<file path="src/rtl/ir_rl_pkg.sv">
package ir_rl_pkg;
  localparam logic [1:0] MODE_IR_SAMPLE = 2'b11;
  localparam int unsigned DEF_DIV        = 64;
  localparam int unsigned DEF_LEN_W      = 7;
endpackage

</file>
<file path="src/rtl/ir_rl_sync.sv">
module ir_rl_sync #(
  parameter int STAGES = 2
) (
  input  logic clk,
  input  logic rst_n,
  input  logic din,
  output logic dout
);
  logic [STAGES-1:0] chain_q;

  generate
    for (genvar g = 0; g < STAGES; g++) begin : g_stage
      if (g == 0) begin : g_first
        always_ff @(posedge clk or negedge rst_n) begin
          if (!rst_n) chain_q[0] <= 1'b0;
          else        chain_q[0] <= din;
        end
      end else begin : g_next
        always_ff @(posedge clk or negedge rst_n) begin
          if (!rst_n) chain_q[g] <= 1'b0;
          else        chain_q[g] <= chain_q[g-1];
        end
      end
    end
  endgenerate

  assign dout = chain_q[STAGES-1];
endmodule

</file>
<file path="src/rtl/ir_rl_tick_div.sv">
module ir_rl_tick_div #(
  parameter int DIV = 64
) (
  input  logic clk,
  input  logic rst_n,
  input  logic run_en,
  output logic tick
);
  localparam int CW = (DIV > 2) ? $clog2(DIV) : 1;
  localparam logic [CW-1:0] LAST = CW'(DIV - 1);

  logic [CW-1:0] cnt_q;

  always_ff @(posedge clk or negedge rst_n) begin
    if (!rst_n)              cnt_q <= '0;
    else if (!run_en)        cnt_q <= '0;
    else if (cnt_q == LAST)  cnt_q <= '0;
    else                     cnt_q <= cnt_q + CW'(1);
  end

  assign tick = run_en && (cnt_q == LAST);

  // ticks are never back to back
  p_tick_gap_r2: assert property (@(posedge clk) disable iff (!rst_n)
    tick |=> !tick);
endmodule

</file>
<file path="src/rtl/ir_rl_core.sv">
module ir_rl_core #(
  parameter int NTHR_W = 6,
  parameter int ITHR_W = 8,
  parameter int LEN_W  = 7
) (
  input  logic              clk,
  input  logic              rst_n,
  input  logic              run_en,
  input  logic              tick,
  input  logic              sample,
  input  logic [NTHR_W-1:0] noise_thr,
  input  logic [ITHR_W-1:0] idle_thr,
  output logic              emit,
  output logic [LEN_W:0]    emit_sym,
  output logic              emit_pkt
);
  localparam int RUN_W = LEN_W + 1;
  localparam int SUM_W = RUN_W + 1;
  localparam int SP_W  = ITHR_W + 1;
  localparam logic [SUM_W-1:0] MAX_RUN = SUM_W'(1) << LEN_W;

  logic              lvl_q, lvl_d;
  logic              idle_q, idle_d;
  logic [RUN_W-1:0]  run_q, run_d;
  logic [NTHR_W-1:0] cand_q, cand_d;
  logic [ITHR_W-1:0] sp_q, sp_d;

  logic [NTHR_W-1:0] need;
  logic [NTHR_W:0]   cand_nx;
  logic [SUM_W-1:0]  add_w, newrun;
  logic [SP_W-1:0]   sp_sum;
  logic [ITHR_W-1:0] sp_sat;
  logic              idle_hit, sat_hit;

  always_comb begin
    need     = (noise_thr == '0) ? NTHR_W'(1) : noise_thr;
    cand_nx  = {1'b0, cand_q} + (NTHR_W+1)'(1);
    add_w    = SUM_W'(cand_q) + SUM_W'(1);
    newrun   = SUM_W'(run_q) + add_w;
    sp_sum   = {1'b0, sp_q} + SP_W'(add_w);
    sp_sat   = sp_sum[ITHR_W] ? '1 : sp_sum[ITHR_W-1:0];
    idle_hit = !lvl_q && (idle_thr != '0) && (sp_sat >= idle_thr);
    sat_hit  = (newrun >= MAX_RUN);
  end

  always_comb begin
    lvl_d    = lvl_q;
    idle_d   = idle_q;
    run_d    = run_q;
    cand_d   = cand_q;
    sp_d     = sp_q;
    emit     = 1'b0;
    emit_sym = '0;
    emit_pkt = 1'b0;
    if (tick) begin
      if (sample == lvl_q) begin
        cand_d = '0;
        if (!idle_q) begin
          if (idle_hit) begin
            emit     = 1'b1;
            emit_pkt = 1'b1;
            emit_sym = {1'b0, sat_hit ? {LEN_W{1'b1}} : LEN_W'(newrun - SUM_W'(1))};
            idle_d   = 1'b1;
            run_d    = '0;
            sp_d     = '0;
          end else if (sat_hit) begin
            emit     = 1'b1;
            emit_sym = {lvl_q, {LEN_W{1'b1}}};
            run_d    = RUN_W'(newrun - MAX_RUN);
            sp_d     = lvl_q ? '0 : sp_sat;
          end else begin
            run_d    = RUN_W'(newrun);
            sp_d     = lvl_q ? '0 : sp_sat;
          end
        end
      end else if (cand_nx >= {1'b0, need}) begin
        if (!idle_q && run_q != '0) begin
          emit     = 1'b1;
          emit_sym = {lvl_q, LEN_W'(run_q - RUN_W'(1))};
        end
        lvl_d  = sample;
        run_d  = RUN_W'(cand_nx);
        sp_d   = sample ? '0 : ITHR_W'(cand_nx);
        idle_d = 1'b0;
        cand_d = '0;
      end else begin
        cand_d = NTHR_W'(cand_nx);
      end
    end
  end

  always_ff @(posedge clk or negedge rst_n) begin
    if (!rst_n) begin
      lvl_q <= 1'b0; idle_q <= 1'b1; run_q <= '0; cand_q <= '0; sp_q <= '0;
    end else if (!run_en) begin
      lvl_q <= 1'b0; idle_q <= 1'b1; run_q <= '0; cand_q <= '0; sp_q <= '0;
    end else begin
      lvl_q <= lvl_d; idle_q <= idle_d; run_q <= run_d; cand_q <= cand_d; sp_q <= sp_d;
    end
  end

  // a disabled receiver emits nothing
  p_gate_r1: assert property (@(posedge clk) disable iff (!rst_n)
    !run_en |-> !emit);
  // packet end always travels with a space symbol
  p_pkt_space_r6: assert property (@(posedge clk) disable iff (!rst_n)
    emit_pkt |-> (emit && !emit_sym[LEN_W]));
  // after packet end the receiver is idle
  p_pkt_idle_r6: assert property (@(posedge clk) disable iff (!rst_n)
    (emit_pkt && run_en) |=> idle_q);
  // a short symbol outside packet close comes only from a level change
  p_short_needs_edge_r5: assert property (@(posedge clk) disable iff (!rst_n)
    (emit && !emit_pkt && emit_sym[LEN_W-1:0] != {LEN_W{1'b1}}) |-> (sample != lvl_q));
endmodule

</file>
<file path="src/rtl/ir_rl_sym_out.sv">
module ir_rl_sym_out #(
  parameter int SYM_W = 8
) (
  input  logic             clk,
  input  logic             rst_n,
  input  logic             load,
  input  logic [SYM_W-1:0] load_sym,
  input  logic             load_pkt,
  input  logic             ready,
  output logic             valid,
  output logic [SYM_W-1:0] data,
  output logic             pkt
);
  always_ff @(posedge clk or negedge rst_n) begin
    if (!rst_n) begin
      valid <= 1'b0;
      data  <= '0;
      pkt   <= 1'b0;
    end else begin
      pkt <= load_pkt;
      if (load) begin
        valid <= 1'b1;
        data  <= load_sym;
      end else if (ready) begin
        valid <= 1'b0;
      end
    end
  end

  // an unaccepted symbol is held
  p_hold_r8: assert property (@(posedge clk) disable iff (!rst_n)
    (valid && !ready && !load) |=> (valid && $stable(data)));
  // the packet-end pulse coincides with a valid symbol
  p_pkt_valid_r6: assert property (@(posedge clk) disable iff (!rst_n)
    pkt |-> valid);
endmodule

</file>
<file path="src/rtl/ir_rl_sampler.sv">
module ir_rl_sampler
  import ir_rl_pkg::*;
#(
  parameter int DIV         = DEF_DIV,
  parameter int SYNC_STAGES = 2,
  parameter int NTHR_W      = 6,
  parameter int ITHR_W      = 8,
  parameter int LEN_W       = DEF_LEN_W
) (
  input  logic              clk,
  input  logic              rst_n,
  input  logic              rx_in,
  input  logic              cfg_global_en,
  input  logic              cfg_rx_en,
  input  logic [1:0]        cfg_mode,
  input  logic              cfg_invert,
  input  logic [NTHR_W-1:0] cfg_noise_thr,
  input  logic [ITHR_W-1:0] cfg_idle_thr,
  output logic              sym_valid,
  input  logic              sym_ready,
  output logic [LEN_W:0]    sym_data,
  output logic              pkt_end
);
  localparam int SYM_W = LEN_W + 1;

  logic run_en, tick, rx_sync, sample;
  logic emit, emit_pkt;
  logic [SYM_W-1:0] emit_sym;

  assign run_en = cfg_global_en && cfg_rx_en && (cfg_mode == MODE_IR_SAMPLE);

  ir_rl_sync #(.STAGES(SYNC_STAGES)) u_sync (
    .clk(clk), .rst_n(rst_n), .din(rx_in), .dout(rx_sync));

  assign sample = rx_sync ^ cfg_invert;

  ir_rl_tick_div #(.DIV(DIV)) u_div (
    .clk(clk), .rst_n(rst_n), .run_en(run_en), .tick(tick));

  ir_rl_core #(.NTHR_W(NTHR_W), .ITHR_W(ITHR_W), .LEN_W(LEN_W)) u_core (
    .clk(clk), .rst_n(rst_n), .run_en(run_en), .tick(tick), .sample(sample),
    .noise_thr(cfg_noise_thr), .idle_thr(cfg_idle_thr),
    .emit(emit), .emit_sym(emit_sym), .emit_pkt(emit_pkt));

  ir_rl_sym_out #(.SYM_W(SYM_W)) u_out (
    .clk(clk), .rst_n(rst_n), .load(emit), .load_sym(emit_sym),
    .load_pkt(emit_pkt), .ready(sym_ready),
    .valid(sym_valid), .data(sym_data), .pkt(pkt_end));
endmodule

</file>
<file path="config.mk">
export PLATFORM = sky130hd
export DESIGN_NAME = ir_rl_sampler
export DESIGN_NICKNAME = d
export VERILOG_FILES = /design/src/rtl/ir_rl_pkg.sv /design/src/rtl/ir_rl_sync.sv /design/src/rtl/ir_rl_tick_div.sv /design/src/rtl/ir_rl_core.sv /design/src/rtl/ir_rl_sym_out.sv /design/src/rtl/ir_rl_sampler.sv
export SDC_FILE = /design/constraint.sdc
export NUM_CORES = 1
export LEC_CHECK = 0
export BUFFER_PORTS_ARGS = -buffer_cell sky130_fd_sc_hd__buf_2
export CORE_ASPECT_RATIO = 0.7
export CORE_MARGIN = 2
export CORE_UTILIZATION = 43
export CTS_BUF_LIST = sky130_fd_sc_hd__clkbuf_4 sky130_fd_sc_hd__clkbuf_8
export CTS_CLUSTER_DIAMETER = 120
export DETAILED_ROUTE_END_ITERATION = 8
export HOLD_SLACK_MARGIN = 0.03
export PLACE_DENSITY = 0.65
export SLEW_MARGIN = 20
export SYNTH_ARGS = -nofsm -noshare
export SYNTH_HDL_FRONTEND = slang
export SYNTH_SLANG_ARGS = --single-unit
</file>
<file path="constraint.sdc">
create_clock -name clk -period 10.1 [get_ports clk]
set_clock_uncertainty 0.05 [all_clocks]
set_input_delay 0.505 -clock clk [delete_from_list [all_inputs] [get_ports clk]]
set_output_delay 0.505 -clock clk [all_outputs]
set_load 0.03 [all_outputs]
</file>
# == Word level (Yosys, flattened, before mapping) ==
# Cells that the tools add are included.
# classes
order_cmp,3
n_eq_ne,8
multipliers,0
n_div,0
bitwise_logic,1
shift,0
muxes,53
addsub,8
n_reduce_logical,15
# op_table
operator,count
two-way mux 8 bit,22
two-way mux 6 bit,7
two-way mux 1 bit,22
nonzero test 8 bit,2
"adder 6 x 1 -> 7 bit, second input constant",2
two-way mux 7 bit,2
"subtractor 7 x 1 -> 7 bit, second input constant",2
adder 8 x 7 -> 9 bit,1
adder 8 x 9 -> 9 bit,1
"greater-or-equal comparator 9 x 8 -> 1 bit, second input constant",1
greater-or-equal comparator 8 bit,1
"subtractor 8 bit, second input constant",1
greater-or-equal comparator 7 x 6 -> 1 bit,1
"adder 6 x 1 -> 6 bit, second input constant",1
"== test 6 bit, second input constant",1
logical AND 1 bit,6
zero test 6 bit,1
"!= test 2 bit, second input constant",3
"!= test 3 bit, second input constant",2
AND reduction 3 bit,2
"== test 2 bit, second input constant",1
zero test 1 bit,2
AND reduction 2 bit,1
nonzero test 2 bit,1
2 further kinds,2
# totals
out_inout_bits,10
memories,0
latchBits,0
regBits,42
mem_bits_ro,0
ramBits,0
wordCells,99

# == Depth between registers and ports, before layout ==
# Gate-level depths: netlist of the first run.
# depth
ltp_word,10
ltp_mapped,19
depth_no_buf,18

# == Modules after synthesis ==
# From an unflattened synthesis of the first run, not the netlist that was laid out.
# unflattened
hier_cells,370
hier_area_um2,3377.0
# modules_own_cells
mod,n_inst,cells_each,area_each_um2
ir_rl_core,1,318,2642.5
ir_rl_sym_out,1,21,394.1
ir_rl_tick_div,1,27,272.8
ir_rl_sync,1,2,50.0
ir_rl_sampler,1,2,17.5

# == Worst setup path before layout of the first run ==
# OpenSTA, ideal clock, no wires.
# synth_path
path_type,register -> register
from,register u_core.cand_q[0]
to,register u_out.data[0]
t_required_ns,9.924
slack_ns,6.137
path_stages_with_launch,18
path_buffers,1
synth_period_minus_slack_ns,3.963
setup_time_ns,0.126
t_arrival_ns,3.787
path_cell_list,dfrtp_1 -> ha_1 -> xor2_1 -> ha_1 -> a21o_1 -> a21oi_1 -> o21bai_1 -> a41o_1 -> a31o_2 -> ha_1 -> o21a_1 -> o21a_1 -> o21ai_0 -> a31oi_1 -> nor2_2 -> a21o_1 -> buf_4 -> a221o_1
# synth_via
elab_chain_len,9
elab_cells_between_ends,23
# synth_lines
element,line_no,source
"start, declared",ir_rl_core.sv:25,"logic [NTHR_W-1:0] cand_q, cand_d;"
"start signal, assigned",ir_rl_core.sv:98,lvl_q <= lvl_d; idle_q <= idle_d; run_q <= run_d; cand_q <= cand_d; sp_q <= sp_d;
adder 6 x 1 -> 7 bit,"ir_rl_core.sv:37, ir_rl_core.sv:38",
adder 8 x 9 -> 9 bit,ir_rl_core.sv:40,"sp_sum = {1'b0, sp_q} + SP_W'(add_w);"
two-way mux 8 bit,ir_rl_core.sv:41,sp_sat = sp_sum[ITHR_W] ? '1 : sp_sum[ITHR_W-1:0];
greater-or-equal comparator 8 bit,ir_rl_core.sv:42,idle_hit = !lvl_q && (idle_thr != '0) && (sp_sat >= idle_thr);
logical AND 1 bit,ir_rl_core.sv:42,
two-way mux 8 bit or two-way mux 1 bit (tied branches),ir_rl_core.sv:59,if (idle_hit) begin
two-way mux 8 bit or two-way mux 1 bit (tied branches),ir_rl_core.sv:58,if (!idle_q) begin
two-way mux 8 bit or two-way mux 1 bit (tied branches),ir_rl_core.sv:56,if (sample == lvl_q) begin
two-way mux 8 bit or two-way mux 1 bit (tied branches),ir_rl_core.sv:55,if (tick) begin
"end signal, assigned",ir_rl_sym_out.sv:23,data <= load_sym;
"end, declared",ir_rl_sym_out.sv:11,"output logic [SYM_W-1:0] data,"
# Several ways; a longest one is shown, not always the timed one.
# A chain may end at the register's enable or synchronous reset.

# == Final worst setup path of the first run ==
# layout_path
from,register u_core.cand_q[0]
to,register u_out.data[6]
# The elaborated chain is that of the path after synthesis.

==> results of run 1 <==
logic make-up after synthesis:
kind of cell / after synthesis / share of synthesized area
flip-flops: 42 / 0.321
multiplexers: 2 / 0.00612
AO/OA/AOI/OAI: 101 / 0.230
XOR/XNOR: 28 / 0.0830
buffers and inverters: 40 / 0.0505
AND/OR/NAND/NOR: 110 / 0.171
adder cells (fa/ha/maj): 35 / 0.138
layout make-up:
cell class                 instances  area share
multi-input combinational        276       0.565
clock buffer                       6      0.0210
timing repair buffer              33      0.0461
clock inverter                     2      0.0103
tap                               98      0.0337
sequential                        42       0.289
inverter                          33      0.0341
report_power, final:
group	leakage (uW)	internal (uW)	switching, uW
clock network	0.0000548	76.5	63.6
registers	0.000557	169	0.784
logic	0.00122	10.9	19.6
sequential cells by signal (all words and copies together), names as in the netlist:
register	cells
u_core.cand_q	6
u_core.idle_q	1
u_core.lvl_q	1
u_core.run_q	8
u_core.sp_q	8
u_div.cnt_q	6
u_out.data	8
u_out.pkt	1
u_out.valid	1
u_sync.chain_q	1
u_sync.dout	1
per-stage QoR:
| stage | cell area, um2 | setup WS, ns | cells |
|---|---|---|---|
| 2_1_floorplan | 3270 | 6.14 | 358 |
| 3_3_place_gp | 3520 | 5.79 | 482 |
| 3_5_place_dp | 3520 | 5.55 | 482 |
| 4_1_cts | 3640 | 5.53 | 490 |
| 5_1_grt | 3640 | 5.04 | 490 |
| 6_report | 3640 | 5.52 | 490 |
cells in the mapped netlist, types with 3 or more instances:
| cell | instances |
|---|---|
| dfrtp_1 | 41 |
| ha_1 | 33 |
| inv_1 | 33 |
| nor2_1 | 29 |
| a21oi_1 | 24 |
| nand2_1 | 22 |
| xnor2_1 | 14 |
| nand3_1 | 13 |
| o21ai_0 | 13 |
| xor2_1 | 12 |
| nor3_1 | 10 |
| o31ai_1 | 8 |
| and3_1 | 7 |
| nand2b_1 | 6 |
| a21o_1 | 5 |
| a31o_2 | 5 |
| nor2b_1 | 5 |
| o2bb2ai_1 | 4 |
| a221o_1 | 3 |
| a222oi_1 | 3 |
| a22oi_1 | 3 |
| a2bb2oi_1 | 3 |
| a31o_1 | 3 |
| buf_2 | 3 |
layout by cell type, fill, tap and decap left out, types with 6 or more instances in the layout:
cell type / count
a21oi_1: 24
nand2_1: 22
and3_1: 7
nand3_1: 13
inv_1: 33
o21ai_0: 13
xor2_1: 12
xnor2_1: 14
ha_1: 33
nor2_1: 29
o31ai_1: 8
buf_2: 32
nand2b_1: 6
nor3_1: 10
dfrtp_1: 41
final timing paths:
path,start,to,slack (ns),depth (start not counted)
setup / recovery,u_core.cand_q[0],u_out.data[6],5.52,16
min in group asynchronous,rst_n,u_core.run_q[6],0.29,1
hold reg to reg,u_sync.chain_q[0],u_sync.dout,0.30,0
hold / removal,rx_in,u_sync.chain_q[0],0.25,1
setup reg to reg,u_core.cand_q[0],u_out.data[6],5.52,16
max in group asynchronous,rst_n,u_core.sp_q[6],9.12,1
metal layers:
layer  track usage  vias up  share of wire
li1              -     1364              -
met1         0.319     1356           0.52
met2         0.274      117           0.39
met3        0.0536       15          0.071
met4        0.0500        0          0.015
met5             0        -              0
==> summary.md, run 1 <==
| Metric | Value |
|---|---|
| Status | completed |
| CTS tree | built |
| Cell Chain, Critical Path | ha_1, xor2_1, ha_1, a21o_1, a21oi_1, o21bai_1, a41o_1, nand2b_1, ha_1, nand2_1, o21ai_0, nand3_1, a31oi_1, nor2_2, a21o_1, a221o_1 |
| Clock sink total | 42 |
| Critical Path Source Type | flop |
| Buffers & Inverters on Critical Path | 0 |
| CORE AREA | 7350 um2 |
| Top FF cell, synth | dfrtp_1 |
| Setup bufs post-CTS | 0 |
| Drt first pass iters | 5 |
| Register area share after synthesis | 0.321 |
| Synthesis-to-layout area growth | 11.1% |
| Netlist cell types | 67 |
| MaxCap Viol Count | 0 |
| Residual DRC | 0 |
| N_diodes | 0 |
| Clk buf depth | 2 |
| Layout fillers | 709 |
| Slowest cell on the critical path | dfrtp_1 |
| Setup crit end kind | flop |
| Leak | 0.00183 uW |
| RSZ-0062 raised after global routing | no |
| Post-DP HPWL | 6280 um |
| Final TNS setup | 0 ns |
| Delay-heaviest family, CP | compound AO/OA/AOI/OAI gates |
| IO Count | 33 |
| Post-DRT Antenna Nets | 0 |
| YS warnings | 0 |
| Die area | 8340 um2 |
| Via/cell ratio | 5.82 |
| Post-Syn Instances | 358 |
| Starting Density | 0.445 |
| Die height | 77.0 um |
| Most used cell, CP | ha_1 |
| Worst min-delay path category | in -> reg |
| Final worst-path cycle share | 0.453 |
| Post-synth top area share | 0.313 |
| Antenna violations before repair | 0 |
| Hold-fix buffers, CTS | 0 |
| Cell accounting for the most synthesized area | dfrtp_1 |
| Worst slew pin tran | 1.10 ns |
| FF/Latch Area | 1050 um2 |
| CP max FO | 9 |
| Total track usage | 0.204 |
| Setup violators final | 0 |
| Clk Latency, worst-skew pair | 0.31 ns |
| Peak VDD IR | 0.0873 mV |
| Area contributors post-synth | dfrtp_1 (31%), ha_1 (13%), inv_1 (3.8%), xnor2_1 (3.7%), a21oi_1 (3.7%) |
| First-pass GRT wire length | 13300 um |
| Via count | 2852 |
| DR WL/cell | 16.5 um |
| Nets | 449 |
| CTS resizes | 0 |
| Row count | 26 |
| Final wirelength | 8080 um |
| Multi-input gate area | 2060 um2 |
| Pin count of the biggest net entering global routing | 43 |
| Fmax | 219 MHz |
| Final Hold Viols | 0 |
| Syn Area/Cell | 9.14 um2 |
| Final min period | 4.58 ns |
| Clock transition at path regs | 0.08 ns |
| Clock root cell | clkbuf_8 |
| Power per standard cell area | 93.6 nW/um2 |
| Layout cells sized above 1 | 0.156 |
| WP data arrival | 4.72 ns |
| GPL Wtd Cong | 0.913 |
| Number of synthesized register bits | 42 |
| Rel. slew slack | 0.270 |
| Total Power | 340 uW |
| Post-layout util | 0.495 |
| Htree depth | 2 |
| EDFF count, synth | 0 |
| Port Buffers | 32 |
| Die width | 108 um |
| Largest stage delay, worst path | 0.47 ns |
| Worst endpoint required time | 10.25 ns |
| Hold_ws | 0.248 ns |
| Grt total ovfl | 0 |
| Post-synthesis async set-or-reset flop share | 1.00 |
| Mapped Nets | 416 |
| Cts bufs inserted | 5 |
| Mapped Area | 3270 um2 |
| Setup CP Type | reg -> reg |
| Detailed Route Iter0 Violations | 255 |
| Max Slew Vio Count | 0 |
| Vias in the first global route | 2664 |
No activity file was read; power rests on OpenSTA's default activity.
==> inputs of run 2 (changes only) <==
==> constraint.sdc (replaced) <==
create_clock -name clk -period 4.4 [get_ports clk]
set_clock_uncertainty 0.05 [all_clocks]
set_input_delay 0.22 -clock clk [delete_from_list [all_inputs] [get_ports clk]]
set_output_delay 0.22 -clock clk [all_outputs]
set_load 0.03 [all_outputs]
==> summary.md, run 2 (synthesis results as in run 1) <==
| Metric | Value |
|---|---|
| Status | completed |
| Clock share of power | 0.406 (-0.006) |
| Setup crit end kind | flop |
| Die width | 108 um (unchanged) |
| Worst min-delay path category | in -> async |
| Cts bufs inserted | 5 (unchanged) |
| Leak | 0.00187 uW (+2.2%) |
| Drt first pass iters | 5 (unchanged) |
| Fmax | 250 MHz (+14%) |
| DR WL/cell | 16.2 um (-1.9%) |
| Total Power | 780 uW (+130%) |
| Commonest non-fill, non-tap cell in the layout | dfrtp_1 |
| Setup bufs post-CTS | 0 (unchanged) |
| CTS tree | built |
| First-pass GRT wire length | 13500 um (+1.8%) |
| Detailed Route Iter0 Violations | 190 (-25%) |
| Row count | 26 (unchanged) |
| IO Count | 33 (unchanged) |
| Layout Cell Area excl Fill | 3730 um2 (+2.6%) |
| Logic pwr share | 0.094 (+0.004) |
| Worst slew pin tran | 0.969 ns (-0.126 ns) |
| Max Slew Vio Count | 0 (unchanged) |
| Post-DP HPWL | 6320 um (+0.73%) |
| Total track usage | 0.206 (+0.00222) |
| Synthesis-to-layout area growth | 14.0% |
| Via/cell ratio | 5.68 (-2.5%) |
| Final min period | 4.00 ns (-0.576 ns) |
| Post-DRT Antenna Nets | 0 (unchanged) |
| Cell area after placement | 3580 um2 (+1.7%) |
| CORE AREA | 7350 um2 (unchanged) |
| Final worst-path cycle share | 0.909 (+0.456) |
| Final Hold Viols | 0 (unchanged) |
| Clk buf depth | 2 (unchanged) |
| Htree depth | 2 (unchanged) |
| Flop pwr share | 0.500 (about the same) |
| Residual DRC | 0 (unchanged) |
| Hold_ws | 0.0147 ns (-0.233 ns) |
| Switching Share | 0.242 (-0.00440) |
| Nets | 458 (+2.0%) |
| Peak VDD IR | 0.117 mV (+33%) |
| Grt total ovfl | 0 (unchanged) |
| Rel. slew slack | 0.354 (+0.0842) |
| N_diodes | 0 (unchanged) |
| Int Power | 591 uW (+130%) |
| RSZ-0062 raised after global routing | no |
| Power per standard cell area | 209 nW/um2 (+120%) |
| Clk Latency, worst-skew pair | 0.30 ns (about the same) |
| Pin count of the biggest net entering global routing | 43 (unchanged) |
| Critical Path Source Type | flop |
| GPL Wtd Cong | 0.883 (-3.3%) |
| Top Registers | u_core.run_q x8, u_core.sp_q x8, u_out.data x8 |
| Starting Density | 0.445 (unchanged) |
| Layout cells sized above 1 | 0.185 (+0.0289) |
| Final TNS setup | 0 ns (unchanged) |
| Vias in the first global route | 2726 (+2.3%) |
| Final wirelength | 8080 um (about the same) |
| Die area | 8340 um2 (unchanged) |
| Die height | 77.0 um (unchanged) |
| Via count | 2832 (-0.70%) |
| Setup violators final | 0 (unchanged) |
| Switching power | 189 uW (+130%) |
| Commonest cells after routing, fill and taps aside | dfrtp_1 (40), inv_1 (33), ha_1 (32), buf_2 (32), nor2_1 (29) |
| WP data arrival | 4.15 ns (-0.57 ns) |
| MaxCap Viol Count | 0 (unchanged) |
| Port Buffers | 32 (unchanged) |
| Antenna violations before repair | 0 (unchanged) |
| Clock root cell | clkbuf_8 |
| CP max FO | 7 (-2) |
| Clock sink total | 42 (unchanged) |
| Setup CP Type | reg -> reg |
| Clock transition at path regs | 0.09 ns (about the same) |
| Worst endpoint required time | 4.55 ns (-5.70 ns) |
-- run 2: power by group through the flow --
stage	Clock [uW]	Sequential, uW	Combinational (uW)
2_1_floorplan	0	399	37.2
3_5_place_dp	0	398	72.1
3_3_place_gp	0	398	71.0
4_1_cts	321	390	73.2
5_1_grt	343	390	81.4
6_report	317	390	73.4
-- run 2: timing repair --
item,CTS,global route
resized for setup,0,7
hold buffers,1,0
setup endpoints to repair,0,13
endpoints found under the hold margin,1,0
-- run 2: worst max-delay path: stages, from the launching register on --
cell       delay (ns)
dfrtp_2          0.46
ha_2             0.32
fa_1             0.45
a21o_1           0.17
a21oi_1          0.21
o21bai_1         0.13
a21oi_1          0.24
xnor2_1          0.15
a2bb2oi_1        0.24
ha_1             0.27
o21a_1           0.11
o21a_1           0.18
o21ai_2          0.18
a31o_2           0.21
nor2_1           0.10
and2_1           0.18
a222oi_1         0.27
-- run 2: metal layers --
layer | vias up | global-route usage | wire length (um)
li1 | 1398 | - | -
met2 | 92 | 0.296 | 3210
met1 | 1336 | 0.320 | 4300
met3 | 6 | 0.0459 | 534
met4 | 0 | 0.0308 | 44
met5 | - | 0 | 0
-- run 2: layout make-up --
type | count | area (um2)
clock buffer | 6 | 76.3
tap | 98 | 123
timing repair buffer | 42 | 238
clock inverter | 2 | 37.5
multi-input combinational | 276 | 2080
fill | 709 | 3620
inverter | 33 | 124
sequential | 42 | 1050
-- run 2: final timing paths --
path	start	to	slack (ns)	cells after the start
setup reg to reg	u_core.cand_q[0]	u_out.data[2]	0.40	16
hold reg to reg	u_sync.chain_q[0]	u_sync.dout	0.31	0
hold / removal	rst_n	u_div.cnt_q[0]	0.01	1
max in group asynchronous	rst_n	u_core.cand_q[0]	3.60	1
setup / recovery	u_core.cand_q[0]	u_out.data[2]	0.40	16
min in group clk	sym_ready	u_out.valid	0.06	2
-- run 2: stage by stage --
stage,util,instances,setup WS (ns)
6_report,0.507,499,0.401
5_1_grt,0.507,499,0.0865
4_1_cts,0.504,499,0.149
3_5_place_dp,0.487,490,0.151
3_3_place_gp,0.487,490,0.213
2_1_floorplan,-,358,0.437
==> inputs of run 3 (changes only) <==
--- a/config.mk
+++ b/config.mk
@@ -8,12 +8,12 @@
 export BUFFER_PORTS_ARGS = -buffer_cell sky130_fd_sc_hd__buf_2
 export CORE_ASPECT_RATIO = 0.7
 export CORE_MARGIN = 2
-export CORE_UTILIZATION = 43
+export CORE_UTILIZATION = 60
 export CTS_BUF_LIST = sky130_fd_sc_hd__clkbuf_4 sky130_fd_sc_hd__clkbuf_8
 export CTS_CLUSTER_DIAMETER = 120
 export DETAILED_ROUTE_END_ITERATION = 8
 export HOLD_SLACK_MARGIN = 0.03
-export PLACE_DENSITY = 0.65
+export PLACE_DENSITY = 0.85
 export SLEW_MARGIN = 20
 export SYNTH_ARGS = -nofsm -noshare
 export SYNTH_HDL_FRONTEND = slang
==> constraint.sdc (replaced) <==
create_clock -name clk -period 4.89 [get_ports clk]
set_clock_uncertainty 0.05 [all_clocks]
set_input_delay 0.2445 -clock clk [delete_from_list [all_inputs] [get_ports clk]]
set_output_delay 0.2445 -clock clk [all_outputs]
set_load 0.03 [all_outputs]
==> summary.md, run 3 (synthesis results as in run 1) <==
| Metric | Value |
|---|---|
| Die width | 92.3 um (-15%) |
| Peak VDD IR | 0.203 mV (+74%) |
| Die height | 65.8 um (-15%) |
| Setup violators final | 0 (unchanged) |
| Via/cell ratio | 6.18 (+8.8%) |
| Layout cells sized above 1 | 0.161 (-0.0233) |
| Worst slew pin tran | 0.751 ns (-0.217 ns) |
| Critical Path Source Type | flop |
| Worst min-delay path category | in -> reg |
| Final Non-Filler Cells | 469 (-6.0%) |
| Fmax | 220 MHz (-12%) |
| Final Hold Viols | 0 (unchanged) |
| Pin count of the biggest net entering global routing | 43 (unchanged) |
| Synthesis-to-layout area growth | 11.5% |
| Final wirelength | 7770 um (-3.8%) |
| Hold path cells | 2 |
| Commonest cells after routing, fill and taps aside | dfrtp_1 (41), inv_1 (33), ha_1 (33) |
| Setup crit end kind | flop |
| Cell Chain, Critical Path | ha_1, fa_1, a21o_1, a21oi_1, o21bai_1, a41o_1, nand2b_1, ha_1, nand2_1, o21ai_0, nand3_1, a31oi_1, nor2_2, a21o_1, a221o_1 |
| Drt first pass iters | 5 (unchanged) |
| Post-DRT Antenna Nets | 0 (unchanged) |
| RSZ-0062 raised after global routing | no |
| Slowest cell on the critical path | fa_1 |
| WL met1 | 3690 um (-14%) |
| Largest stage delay, worst path | 0.50 ns (+0.04 ns) |
| Critical R2R Launch | u_core.cand_q[0] |
| Setup bufs post-CTS | 0 (unchanged) |
| Max Slew Vio Count | 0 (unchanged) |
| Total Power | 665 uW (-15%) |
| Final TNS setup | 0 ns (unchanged) |
| Worst endpoint required time | 5.02 ns (+0.47 ns) |
| Worst reg2reg path depth | 15 (-1) |
| Residual DRC | 0 (unchanged) |
| Detailed Route Iter0 Violations | 321 (+69%) |
| Placed Cells | 458 (-6.5%) |
| CP max FO | 9 (+2) |
| FF-to-FF End | u_out.data[3] |
| Leak | 0.00186 uW (-0.58%) |
| Clock sink total | 42 (unchanged) |
| Met2 WL | 3220 um (+0.56%) |
| GPL Wtd Cong | 0.918 (+3.9%) |
| Clock transition at path regs | 0.08 ns (about the same) |
| Port Buffers | 32 (unchanged) |
| Power per standard cell area | 182 nW/um2 (-13%) |
| Final min period | 4.55 ns (+0.550 ns) |
| Vias in the first global route | 2783 (+2.1%) |
| Rel. slew slack | 0.498 (+0.143) |
| Nets | 454 (-0.87%) |
| Commonest non-fill, non-tap cell in the layout | dfrtp_1 |
| Highest metal used | met4 |
| Worst Hold End | u_out.valid |
| Antenna violations before repair | 0 (unchanged) |
| Via count | 2897 (+2.3%) |
| MaxCap Viol Count | 0 (unchanged) |
| Clock root cell | clkbuf_8 |
| HP Start | sym_ready |
| CORE AREA | 5260 um2 (-28%) |
| WP data arrival | 4.68 ns (+0.53 ns) |
| Htree depth | 2 (unchanged) |
| Metal3 WL | 775 um (+45%) |
| Starting Density | 0.623 (+0.177) |
| Status | completed |
| Hold_ws | 0.0884 ns (+0.0737 ns) |
| DR WL/cell | 16.6 um (+2.4%) |
| R2R setup slack | 0.34 ns (-0.06 ns) |
| Clk Latency, worst-skew pair | 0.29 ns (about the same) |
| N_diodes | 0 (unchanged) |
| Grt total ovfl | 0 (unchanged) |
| IO Count | 33 (unchanged) |
| Cell area after placement | 3500 um2 (-2.2%) |
| Die area | 6070 um2 (-27%) |
| Cts bufs inserted | 5 (unchanged) |
| Setup CP Type | reg -> reg |
| Layout Cell Area excl Fill | 3650 um2 (-2.1%) |
| Post-DP HPWL | 6120 um (-3.2%) |
| Row count | 22 (-15%) |
| First-pass GRT wire length | 13400 um (-1.1%) |
| Total track usage | 0.281 (+0.0742) |
| Clk buf depth | 2 (unchanged) |
| CTS tree | built |
| Final worst-path cycle share | 0.930 (+0.0215) |
| Top Registers | u_core.run_q x8, u_core.sp_q x8, u_out.data x8 |
run 3: changes by cell type in the layout (fill, tap and decap cells not counted), sizes merged:
cell,previous run,this run
clkinvlp,1,0
bufinv,1,0
inv,33,34
buf,41,36
dlygate4sd3,1,2
clkbuf,6,7
run 3: layout make-up:
type,instances,area (um2)
Tap cell,72,90.1
Timing Repair Buffer,38,230
Fill cell,427,1610
Inverter,33,124
Multi-Input combinational cell,276,2060
Clock buffer,7,90.1
Clock inverter,1,8.76
Sequential cell,42,1050
run 3: where the power goes:
| part | internal [uW] | switching [uW] |
|---|---|---|
| registers | 349 | 1.67 |
| clock network | 122 | 124 |
| logic | 26.0 | 41.4 |
| total | 498 | 167 |
run 3: worst max-delay path: cells and delay by family, from the launching register on:
kind | cells | cell delay (ns)
AO/OA/AOI/OAI | 8 | 2.14
adder cells (fa/ha/maj) | 3 | 1.26
flip-flops | 1 | 0.46
AND/OR/NAND/NOR | 4 | 0.52
run 3: timing repair:
action / CTS / global route
hold endpoints to repair: 1 / 22
resized for setup: 0 / 0
hold buffers: 1 / 1
run 3: per-stage QoR:
stage | worst slack (ns) | utilization
after floorplan | 0.927 | -
after global placement | 0.658 | 0.667
after detailed placement | 0.481 | 0.667
after CTS | 0.403 | 0.687
after global routing | 0.0141 | 0.694
final | 0.340 | 0.694
run 3: how the worst max path moves through the flow:
stage	from	end	slack, ns	cells after the start
final	u_core.cand_q[0]	u_out.data[3]	0.34	15
after global routing	u_core.cand_q[0]	u_out.data[4]	0.01	15
after CTS	u_core.cand_q[0]	u_out.data[3]	0.40	15
after detailed placement	u_core.cand_q[0]	u_out.data[3]	0.48	15
after global placement	u_core.cand_q[0]	u_out.data[6]	0.66	15
after floorplan	u_core.cand_q[0]	u_out.data[0]	0.93	17
run 3: metal layers:
metal	vias up	GRT usage
li1	1375	-
met1	1356	0.412
met2	151	0.421
met3	15	0.0707
met4	0	0.0616
met5	-	0
